$ cat config.mk
export PLATFORM = sky130hd
export DESIGN_NAME = hbus_slave
export DESIGN_NICKNAME = d
export VERILOG_FILES = /design/src/rtl/hbus_pkg.sv /design/src/rtl/hbus_wait_timer.sv /design/src/rtl/hbus_wbuf.sv /design/src/rtl/hbus_store.sv /design/src/rtl/hbus_slave.sv
export SDC_FILE = /design/constraint.sdc
export NUM_CORES = 2
export LEC_CHECK = 0
export BUFFER_PORTS_ARGS = -buffer_cell sky130_fd_sc_hd__buf_2
export CAP_MARGIN = 25
export CORE_MARGIN = 2
export CORE_UTILIZATION = 40
export DETAILED_ROUTE_END_ITERATION = 7
export PLACE_DENSITY_LB_ADDON = 0.12
export SLEW_MARGIN = 25
export SYNTH_ARGS = -nofsm -noshare
export SYNTH_HDL_FRONTEND = slang
export SYNTH_SLANG_ARGS = --single-unit
$ cat constraint.sdc
create_clock -name clk -period 4.63 [get_ports clk]
set_input_delay 0.2315 -clock clk [delete_from_list [all_inputs] [get_ports clk]]
set_output_delay 0.2315 -clock clk [all_outputs]
set_load 0.02 [all_outputs]
$ cat src/rtl/hbus_pkg.sv
package hbus_pkg;

    localparam int ADDR_W     = 17;
    localparam int DATA_W     = 16;
    localparam int LANES      = DATA_W / 8;
    localparam int CNT_W      = 5;
    localparam int LATCH_EDGE = 3;

    typedef enum logic [1:0] {
        ST_IDLE  = 2'd0,
        ST_STALL = 2'd1,
        ST_READY = 2'd2
    } hbus_state_e;

    typedef struct packed {
        logic              wr;
        logic              mr;
        logic [ADDR_W-1:0] addr;
        logic [LANES-1:0]  be;
        logic [1:0]        div;
    } hbus_req_t;

    function automatic logic [CNT_W-1:0] stall_cycles(input logic [1:0] code);
        logic [CNT_W-1:0] n;
        case (code)
            2'b00:   n = CNT_W'(8);
            2'b01:   n = CNT_W'(13);
            2'b10:   n = CNT_W'(15);
            default: n = CNT_W'(21);
        endcase
        return n;
    endfunction

    function automatic logic [LANES-1:0] lane_enables(input logic a0, input logic bhe_n);
        logic [LANES-1:0] be;
        be    = '0;
        be[0] = ~a0;
        be[LANES-1] = ~bhe_n;
        return be;
    endfunction

endpackage

$ cat src/rtl/hbus_wait_timer.sv
module hbus_wait_timer
    import hbus_pkg::*;
(
    input  logic             clk,
    input  logic             rst,
    input  logic             start,
    input  logic             run,
    input  logic [CNT_W-1:0] limit,
    output logic [CNT_W-1:0] tick
);
    logic [CNT_W-1:0] elapsed_q;

    always_ff @(posedge clk) begin
        if (rst || start) begin
            elapsed_q <= '0;
        end else if (run && (elapsed_q != limit)) begin
            elapsed_q <= elapsed_q + CNT_W'(1);
        end
    end

    // number of the edge about to occur, counting the opening edge as 0
    assign tick = elapsed_q + CNT_W'(1);

    p_tick_bound_r3: assert property (@(posedge clk) disable iff (rst)
        run |-> (elapsed_q <= limit));

endmodule

$ cat src/rtl/hbus_wbuf.sv
module hbus_wbuf
    import hbus_pkg::*;
(
    input  logic              clk,
    input  logic              rst,
    input  logic              clear,
    input  logic              capture,
    input  logic [DATA_W-1:0] din,
    output logic [DATA_W-1:0] data,
    output logic              valid
);
    always_ff @(posedge clk) begin
        if (rst) begin
            data  <= '0;
            valid <= 1'b0;
        end else if (clear) begin
            valid <= 1'b0;
        end else if (capture) begin
            data  <= din;
            valid <= 1'b1;
        end
    end

    p_capture_once_r5: assert property (@(posedge clk) disable iff (rst)
        (valid && !clear) |-> !capture);

endmodule

$ cat src/rtl/hbus_store.sv
module hbus_store
    import hbus_pkg::*;
#(
    parameter int MEM_WORDS = 64,
    parameter int REG_WORDS = 8
) (
    input  logic              clk,
    input  logic              rst,
    input  logic              wr_en,
    input  logic              wr_mr,
    input  logic [ADDR_W-1:0] wr_addr,
    input  logic [LANES-1:0]  wr_be,
    input  logic [DATA_W-1:0] wr_data,
    input  logic              rd_mr,
    input  logic [ADDR_W-1:0] rd_addr,
    output logic [DATA_W-1:0] rd_data
);
    localparam int MEM_IW = (MEM_WORDS > 2) ? $clog2(MEM_WORDS) : 1;
    localparam int REG_IW = (REG_WORDS > 2) ? $clog2(REG_WORDS) : 1;

    logic [MEM_IW-1:0] w_mi, r_mi;
    logic [REG_IW-1:0] w_ri, r_ri;

    assign w_mi = wr_addr[MEM_IW:1];
    assign r_mi = rd_addr[MEM_IW:1];
    assign w_ri = wr_addr[REG_IW:1];
    assign r_ri = rd_addr[REG_IW:1];

    for (genvar l = 0; l < LANES; l++) begin : g_lane
        logic [7:0] mem_b [MEM_WORDS];
        logic [7:0] reg_b [REG_WORDS];

        always_ff @(posedge clk) begin
            if (rst) begin
                for (int i = 0; i < MEM_WORDS; i++) mem_b[i] <= '0;
                for (int i = 0; i < REG_WORDS; i++) reg_b[i] <= '0;
            end else if (wr_en && wr_be[l]) begin
                if (wr_mr) mem_b[w_mi] <= wr_data[l*8 +: 8];
                else       reg_b[w_ri] <= wr_data[l*8 +: 8];
            end
        end

        assign rd_data[l*8 +: 8] = rd_mr ? mem_b[r_mi] : reg_b[r_ri];
    end

endmodule

$ cat src/rtl/hbus_slave.sv
module hbus_slave
    import hbus_pkg::*;
#(
    parameter int MEM_WORDS = 64,
    parameter int REG_WORDS = 8
) (
    input  logic              clk,
    input  logic              rst,
    input  logic              cs_n,
    input  logic              rd_n,
    input  logic              we_n,
    input  logic              bhe_n,
    input  logic              mr_sel,
    input  logic [ADDR_W-1:0] addr,
    input  logic [DATA_W-1:0] din,
    input  logic [1:0]        div_sel,
    output logic              wait_n,
    output logic              wait_oe,
    output logic [DATA_W-1:0] dout,
    output logic              dout_oe
);
    localparam logic [CNT_W-1:0] LATCH_TICK = CNT_W'(LATCH_EDGE - 1);

    hbus_state_e      state_q, state_d;
    hbus_req_t        req_q;
    logic [CNT_W-1:0] tick, limit;
    logic             strobe_low, hold_ok, start, in_stall, release_now;
    logic             capture, commit, wb_valid;
    logic [DATA_W-1:0] wb_data, rd_word;

    assign strobe_low  = !rd_n || !we_n;
    assign hold_ok     = !cs_n && strobe_low;
    assign start       = (state_q == ST_IDLE) && hold_ok;
    assign in_stall    = (state_q == ST_STALL);
    assign limit       = stall_cycles(req_q.div);
    assign release_now = in_stall && hold_ok && (tick == limit);
    assign capture     = in_stall && hold_ok && req_q.wr && !we_n && (tick == LATCH_TICK);
    assign commit      = release_now && req_q.wr && wb_valid;

    always_comb begin
        state_d = state_q;
        case (state_q)
            ST_IDLE:  if (hold_ok) state_d = ST_STALL;
            ST_STALL: begin
                if (!hold_ok)         state_d = ST_IDLE;
                else if (release_now) state_d = ST_READY;
            end
            ST_READY: if (!hold_ok) state_d = ST_IDLE;
            default:  state_d = ST_IDLE;
        endcase
    end

    always_ff @(posedge clk) begin
        if (rst) begin
            state_q <= ST_IDLE;
            req_q   <= '0;
        end else begin
            state_q <= state_d;
            if (start) begin
                req_q.wr   <= !we_n;
                req_q.mr   <= mr_sel;
                req_q.addr <= addr;
                req_q.be   <= lane_enables(addr[0], bhe_n);
                req_q.div  <= div_sel;
            end
        end
    end

    // pad-side flops
    always_ff @(posedge clk) begin
        if (rst) begin
            wait_oe <= 1'b0;
            wait_n  <= 1'b1;
            dout_oe <= 1'b0;
            dout    <= '0;
        end else begin
            wait_oe <= (state_d != ST_IDLE);
            wait_n  <= (state_d != ST_STALL);
            if (start) begin
                dout_oe <= we_n;
                dout    <= rd_word;
            end else if (state_d == ST_IDLE) begin
                dout_oe <= 1'b0;
            end
        end
    end

    hbus_wait_timer u_timer (
        .clk   (clk),
        .rst   (rst),
        .start (start),
        .run   (in_stall),
        .limit (limit),
        .tick  (tick)
    );

    hbus_wbuf u_wbuf (
        .clk     (clk),
        .rst     (rst),
        .clear   (start),
        .capture (capture),
        .din     (din),
        .data    (wb_data),
        .valid   (wb_valid)
    );

    hbus_store #(
        .MEM_WORDS (MEM_WORDS),
        .REG_WORDS (REG_WORDS)
    ) u_store (
        .clk     (clk),
        .rst     (rst),
        .wr_en   (commit),
        .wr_mr   (req_q.mr),
        .wr_addr (req_q.addr),
        .wr_be   (req_q.be),
        .wr_data (wb_data),
        .rd_mr   (mr_sel),
        .rd_addr (addr),
        .rd_data (rd_word)
    );

    p_dout_needs_wait_r8: assert property (@(posedge clk) disable iff (rst)
        dout_oe |-> wait_oe);

    p_write_no_dout_r10: assert property (@(posedge clk) disable iff (rst)
        (wait_oe && req_q.wr) |-> !dout_oe);

    p_release_r3: assert property (@(posedge clk) disable iff (rst)
        release_now |=> (wait_n && wait_oe));

    p_strobe_rise_r4: assert property (@(posedge clk) disable iff (rst)
        (wait_oe && rd_n && we_n) |=> (!wait_oe && !dout_oe));

    p_cs_abort_r9: assert property (@(posedge clk) disable iff (rst)
        (wait_oe && cs_n) |=> (!wait_oe && !dout_oe));

    p_commit_window_r10: assert property (@(posedge clk) disable iff (rst)
        commit |-> (!wait_n && wait_oe && !cs_n));

    p_wait_low_driven_r2: assert property (@(posedge clk) disable iff (rst)
        !wait_n |-> wait_oe);

endmodule

* Yosys cells after proc, flatten, opt, wreduce, memory -nomap -nowiden
Memories as Yosys holds them, arrays and structs flattened. Index checks and enable logic that the tools add are counted.
Cells by class: reduce and logical (&&, ||, !) cells 28, eq/ne operators 8, $add $sub $neg 1, bitwise operators 3, mux-type cells 38
Operators with widths (count):
- 8-bit two-way mux | 6
- 8-bit OR reduction | 4
- 1-bit two-way mux | 22
- 5-bit one-hot mux with 3 select lines | 1
- 1-bit logical AND | 12
- 6-bit two-way mux | 2
- 2-bit two-way mux | 4
- 2-bit logical NOT | 3
- 3-bit two-way mux | 2
- 2-bit one-hot mux with 3 select lines | 1
- 5-bit by 1-bit adder with 5-bit output (second input constant) | 1
- 5-bit by 2-bit equality test with 1-bit output (second input constant) | 1
- 5-bit equality test | 1
- 5-bit inequality test | 1
- 2-bit by 1-bit equality test with 1-bit output (second input constant) | 2
- 2-bit equality test (second input constant) | 2
- 2-bit nonzero test | 2
- 1-bit logical NOT | 3
- 1-bit inverter | 3
- 1-bit logical OR | 2
- 2-bit by 1-bit inequality test with 1-bit output (second input constant) | 1
- 2-bit AND reduction | 1
- 2-bit OR reduction | 1
Storage, ports and cells: memories 4, word-level logic and storage cells 95, output and inout bits 19, register bits after elaboration 56, bits in writable memories 1152
Memories:
- u_store.g_lane[0].mem_b | words 64, bits a word 8, read ports 1, clocked after Yosys merged registers in 0, wr ports 64, line hbus_store.sv:30 | logic [7:0] mem_b [MEM_WORDS];
- u_store.g_lane[1].mem_b | words 64, bits a word 8, read ports 1, clocked after Yosys merged registers in 0, wr ports 64, line hbus_store.sv:30
- u_store.g_lane[0].reg_b | words 8, bits a word 8, read ports 1, clocked after Yosys merged registers in 0, wr ports 8, line hbus_store.sv:31 | logic [7:0] reg_b [REG_WORDS];
- u_store.g_lane[1].reg_b | words 8, bits a word 8, read ports 1, clocked after Yosys merged registers in 0, wr ports 8, line hbus_store.sv:31

* Longest topological paths before layout
depth in word-level cells 13, gate-level depth with buffers 10, mapped depth without buffers 7

* Modules after synthesis
Synthesis repeated with hierarchy kept, for this count alone.
Unflattened totals: cell total of the unflattened synthesis 3864, area, all modules 56220.2 um^2
Modules (own cells, without submodules):
- hbus_store | times used 1, cells each 3533, area an instance 53352.4 um^2
- hbus_slave | times used 1, cells each 202, area an instance 1644.1 um^2
- hbus_wbuf | times used 1, cells each 74, area an instance 788.3 um^2
- hbus_wait_timer | times used 1, cells each 55, area an instance 435.4 um^2

* Least setup slack after synthesis
Ideal clock, no wire load.
kind register to register, from register u_timer.elapsed_q[1], to memory u_store.g_lane[0].mem_b[24][0], enable pin, setup time 0.326 ns, stages on the path, launching flop included 11, buffers on the path 3, arrival time 2.742 ns, setup slack 1.562 ns, cells stage by stage dfxtp_1 -> inv_1 -> ha_1 -> or3b_1 -> a211oi_2 -> o21ai_1 -> buf_4 -> a2111oi_4 -> buf_6 -> buf_4 -> a21o_1
RTL lines:
- start, declared | line hbus_wait_timer.sv:11 | logic [CNT_W-1:0] elapsed_q;
- start signal, assigned | line hbus_wait_timer.sv:17 | elapsed_q <= elapsed_q + CNT_W'(1);
- end, declared | line hbus_store.sv:30

==> metrics.md <==
| Metric | Value |
|---|---|
| Maximum number of pins on one net before global-route repair | around 130 |
| Capturing point of the worst reg2reg path | u_store.g_lane[0].mem_b[19][6]$_SDFFCE_PN0P_ |
| Die X-Extent | 384 um |
| Area of the mapped netlist | slightly below 60000 sq um |
| Routed met2 length | ~78000 um |
| Hold Path Depth | 4 |
| Reg2reg start | u_timer.elapsed_q[0]$_SDFFE_PP0P_ |
| Average detailed-routed wire length per instance | 28.6 um |
| Filler Cells Inserted | 12527 |
| Most common cell after layout, fill and taps aside | edfxtp_1 |
| Count of state elements after synthesis | 1207 |
| Final clock period utilization by the worst path | a little under nine tenths |
| GR Util All Layers | 22.4% |
| Hpwl dp | just over 100000 um |
| Status | complete, no violations |
| Slew headroom | 26.9% |
| Register clock-pin slew on the reported worst setup and hold paths | ~60 ps |
| Global-route wire length before repair | roughly 240000 um |
| Register area share after synthesis | 61.8% |
| Critical Setup Path Class | reg -> reg |
| Mean instance size in the synthesized netlist | 15.0 sq um |
| Total nets after synthesis | 3887 |
| CP required | 5040 ps |
| Power per cell area | around 380 nW/um^2 |
| Minimum setup slack after placement | 759 ps |
| Number of standard cells after synthesis | ~3800 |
| Antenna violations before repair | 5 |
| Register-to-Register Setup Slack | 640 ps |
| Clock buffer depth | 3 |
| Main area contributors after synthesis | edfxtp_1 60%, mux4_2 10%, and3_1 6.9% |
| Worst supply voltage drop on vdd | 0.000292 V |
| Async SR Flop Fraction | 0% |
| Hold worst-path end | u_wbuf.data[6]$_SDFFE_PP0P_ |
| Met3 routed wirelength | ~8500 um |
| CTS H-tree lvls | 4 |
| Warnings from Yosys | 0 |
| Number of DRC markers after the initial detailed-route iteration | between 2000 and 3000 |
| Port buffer count | 50 |
| Setup violations, final | 0 |
| Number of enable-type register cells in the synthesized netlist | 1152 |
| Number of library cell types mapped by synthesis | 62 |
| Met1 wire length | 75200 um |
| Worst-path maximum fanout | 128 |
| Max-cap violations | 0 |
| Startpoint of the worst hold path | din[6] |
| Predominant post-synthesis flop cell | edfxtp_1 |
| Clock buffers created by TritonCTS | 136 |
| Area overhead of the layout relative to synthesis | 11.9% |
| CTS tree | built |
| Worst-margin pin slew | 1090 ps |
| Path class of the lowest-slack min-delay path | in -> reg |
| Count of TritonRoute iterations in the first routing pass | 7 |
| Final period demand of the worst path | 3990 ps |
| Setup_tns | 0 ps |
| Number of pins with negative max-slew slack in the final report | 0 |
| Total die area | 148000 sq um |
| Number of nets with antenna violations after detailed routing | 0 |
| Effective utilization at floorplan | 40.3% |
| Drc violations | 0 |
| IO Count | 61 |
| Cell taking the most area after synthesis | edfxtp_1 |
| Achievable frequency | 0.251 GHz |
| Total number of vias | about 33000 |
| Seq. cell area | roughly 36000 sq um |
| Final WS setup | between 600 and 700 ps |
| Routability Congestion | a little over 0.8 |
| Standard-cell rows | 139 |
| Final hold slack | 242 ps |
| FF-to-FF path depth | 8 |
| RSZ-0062 raised after global routing | false |
| Leakage | approximately 25 nW |
| Global-route congestion overflow total | 0 |
| Type of destination of the critical path | flop |
| Crit path DAT | 4400 ps |
| Topmost layer with routed signal wires | met5 |
| Clock latency on the worst-skew pair | about 770 ps |
| Die extent in y | 384 um |
| Number of global-route vias before repair | 32560 |
| Post-detailed-route via-to-cell ratio | 5.71 |
| WL final | 165000 um |
| Top-area cell type share of the netlist area | 59.9% |
| Total Nets Final | 3823 |
| Number of sinks driven by the clock tree | 1207 |
| Critical path startpoint category | flop |
| Number of hold-slack violations in the final timing report | 0 |
| Area taken by multi-input logic gates | 20400 sq um |
| Root buf cell | clkbuf_16 |
| Share of layout cells above drive strength 1 | between 20% and 30% |
| Core ar. | 143000 sq um |
| Worst-case clock skew | about 28 ps |
| Commonest non-fill, non-tap cells in the layout | 1152 x edfxtp_1, 640 x and3_1, 516 x and2_1, 263 x mux4_2, 141 x clkbuf_16 |
[where the power goes]
| group | switching (mW) | leakage, nW | internal (mW) |
|---|---|---|---|
| clock network | 4.47 | 2.09 | 6.04 |
| registers | 0.150 | 12.3 | 12.3 |
| logic | 0.914 | 10.6 | 0.558 |
[routing by layer]
layer | vias to the layer above | track usage (%)
met5 | - | 0
met4 | 2 | 6.28
met3 | 200 | 3.15
met2 | 929 | 35.2
met1 | 17250 | 32.5
li1 | 14692 | -
[how the worst max path moves through the flow]
stage | from | endpoint | slack [ps] | cells past startpoint
after CTS | u_timer.elapsed_q[0]$_SDFFE_PP0P_ | u_store.g_lane[0].mem_b[19][0]$_SDFFCE_PN0P_ | 740 | 8
after global routing | u_timer.elapsed_q[0]$_SDFFE_PP0P_ | u_store.g_lane[0].mem_b[17][2]$_SDFFCE_PN0P_ | 480 | 8
after global placement | u_timer.elapsed_q[0]$_SDFFE_PP0P_ | u_store.g_lane[0].mem_b[19][7]$_SDFFCE_PN0P_ | 750 | 8
final | u_timer.elapsed_q[0]$_SDFFE_PP0P_ | u_store.g_lane[0].mem_b[19][6]$_SDFFCE_PN0P_ | 640 | 8
after detailed placement | u_timer.elapsed_q[0]$_SDFFE_PP0P_ | u_store.g_lane[0].mem_b[19][0]$_SDFFCE_PN0P_ | 760 | 8
after floorplan | u_timer.elapsed_q[1]$_SDFFE_PP0P_ | u_store.g_lane[0].mem_b[24][0]$_SDFFCE_PN0P_ | 1560 | 10
[cell usage after synthesis, drive strengths merged (54+ instances only)]
cell / number
nand2: 60
edfxtp: 1152
and3: 640
nor2: 54
mux4: 263
a21o: 81
dfxtp: 55
and2: 516
or2: 75
mux2i: 132
buf: 133
a2111oi: 69
clkbuf: 296
[kinds of logic after synthesis]
logic type	Yosys count	share of synthesized area (%)
buffers and inverters	436	3.29
and+or+nand+nor	1428	15.0
AOI/OAI and AO/OA	325	6.37
DFF	1207	61.8
xor gates and xnor gates	3	0.0585
adders and majority gates	2	0.0433
muxes	442	13.5
[worst max-delay path: stages, from the launching register on]
cell and delay, ps:
dfxtp_1 470, ha_1 270, nand3_2 130, xnor2_2 170
nand3b_1 650, buf_12 460, a211oi_4 400, buf_12 350
a21o_1 450
[flip-flops by register name (all words and copies together), names as in the netlist]
| name | cells |
|---|---|
| u_store.g_lane.mem_b | 1024 |
| u_store.g_lane.reg_b | 128 |
| dout | 16 |
| u_wbuf.data | 16 |
| req_q | 12 |
| u_timer.elapsed_q | 5 |
| state_q | 2 |
| dout_oe | 1 |
| u_wbuf.valid | 1 |
| wait_n | 1 |
| wait_oe | 1 |
[area by class of cell]
type	instances	area share [%]
Multi-Input combinational cell	2200	31.5
Clock buffer	172	5.73
Inverter	7	0.0406
Timing Repair Buffer	227	2.97
Sequential cell	1207	55.2
Tap cell	1903	3.68
Antenna cell	3	0.0116
Clock inverter	70	0.844
[through the flow]
| stage | power [mW] | cell area (sq um) | cells | utilization, % |
|---|---|---|---|---|
| after floorplan | 13.5 | 57800 | 3843 | - |
| after global placement | 14.1 | 59900 | 5500 | 41.8 |
| after detailed placement | 14.1 | 60000 | 5501 | 41.8 |
| after CTS | 24.6 | 64600 | 5786 | 45.1 |
| after global routing | 25.1 | 64600 | 5786 | 45.1 |
| final | 24.4 | 64700 | 5789 | 45.1 |
[timing repair]
item / CTS / global route
hold buffers: 43 / 0
setup buffers: 0 / 0
endpoints found under the hold margin: 29 / 0
gates resized for setup: 0 / 0
Power figures use the tool's default switching activity.
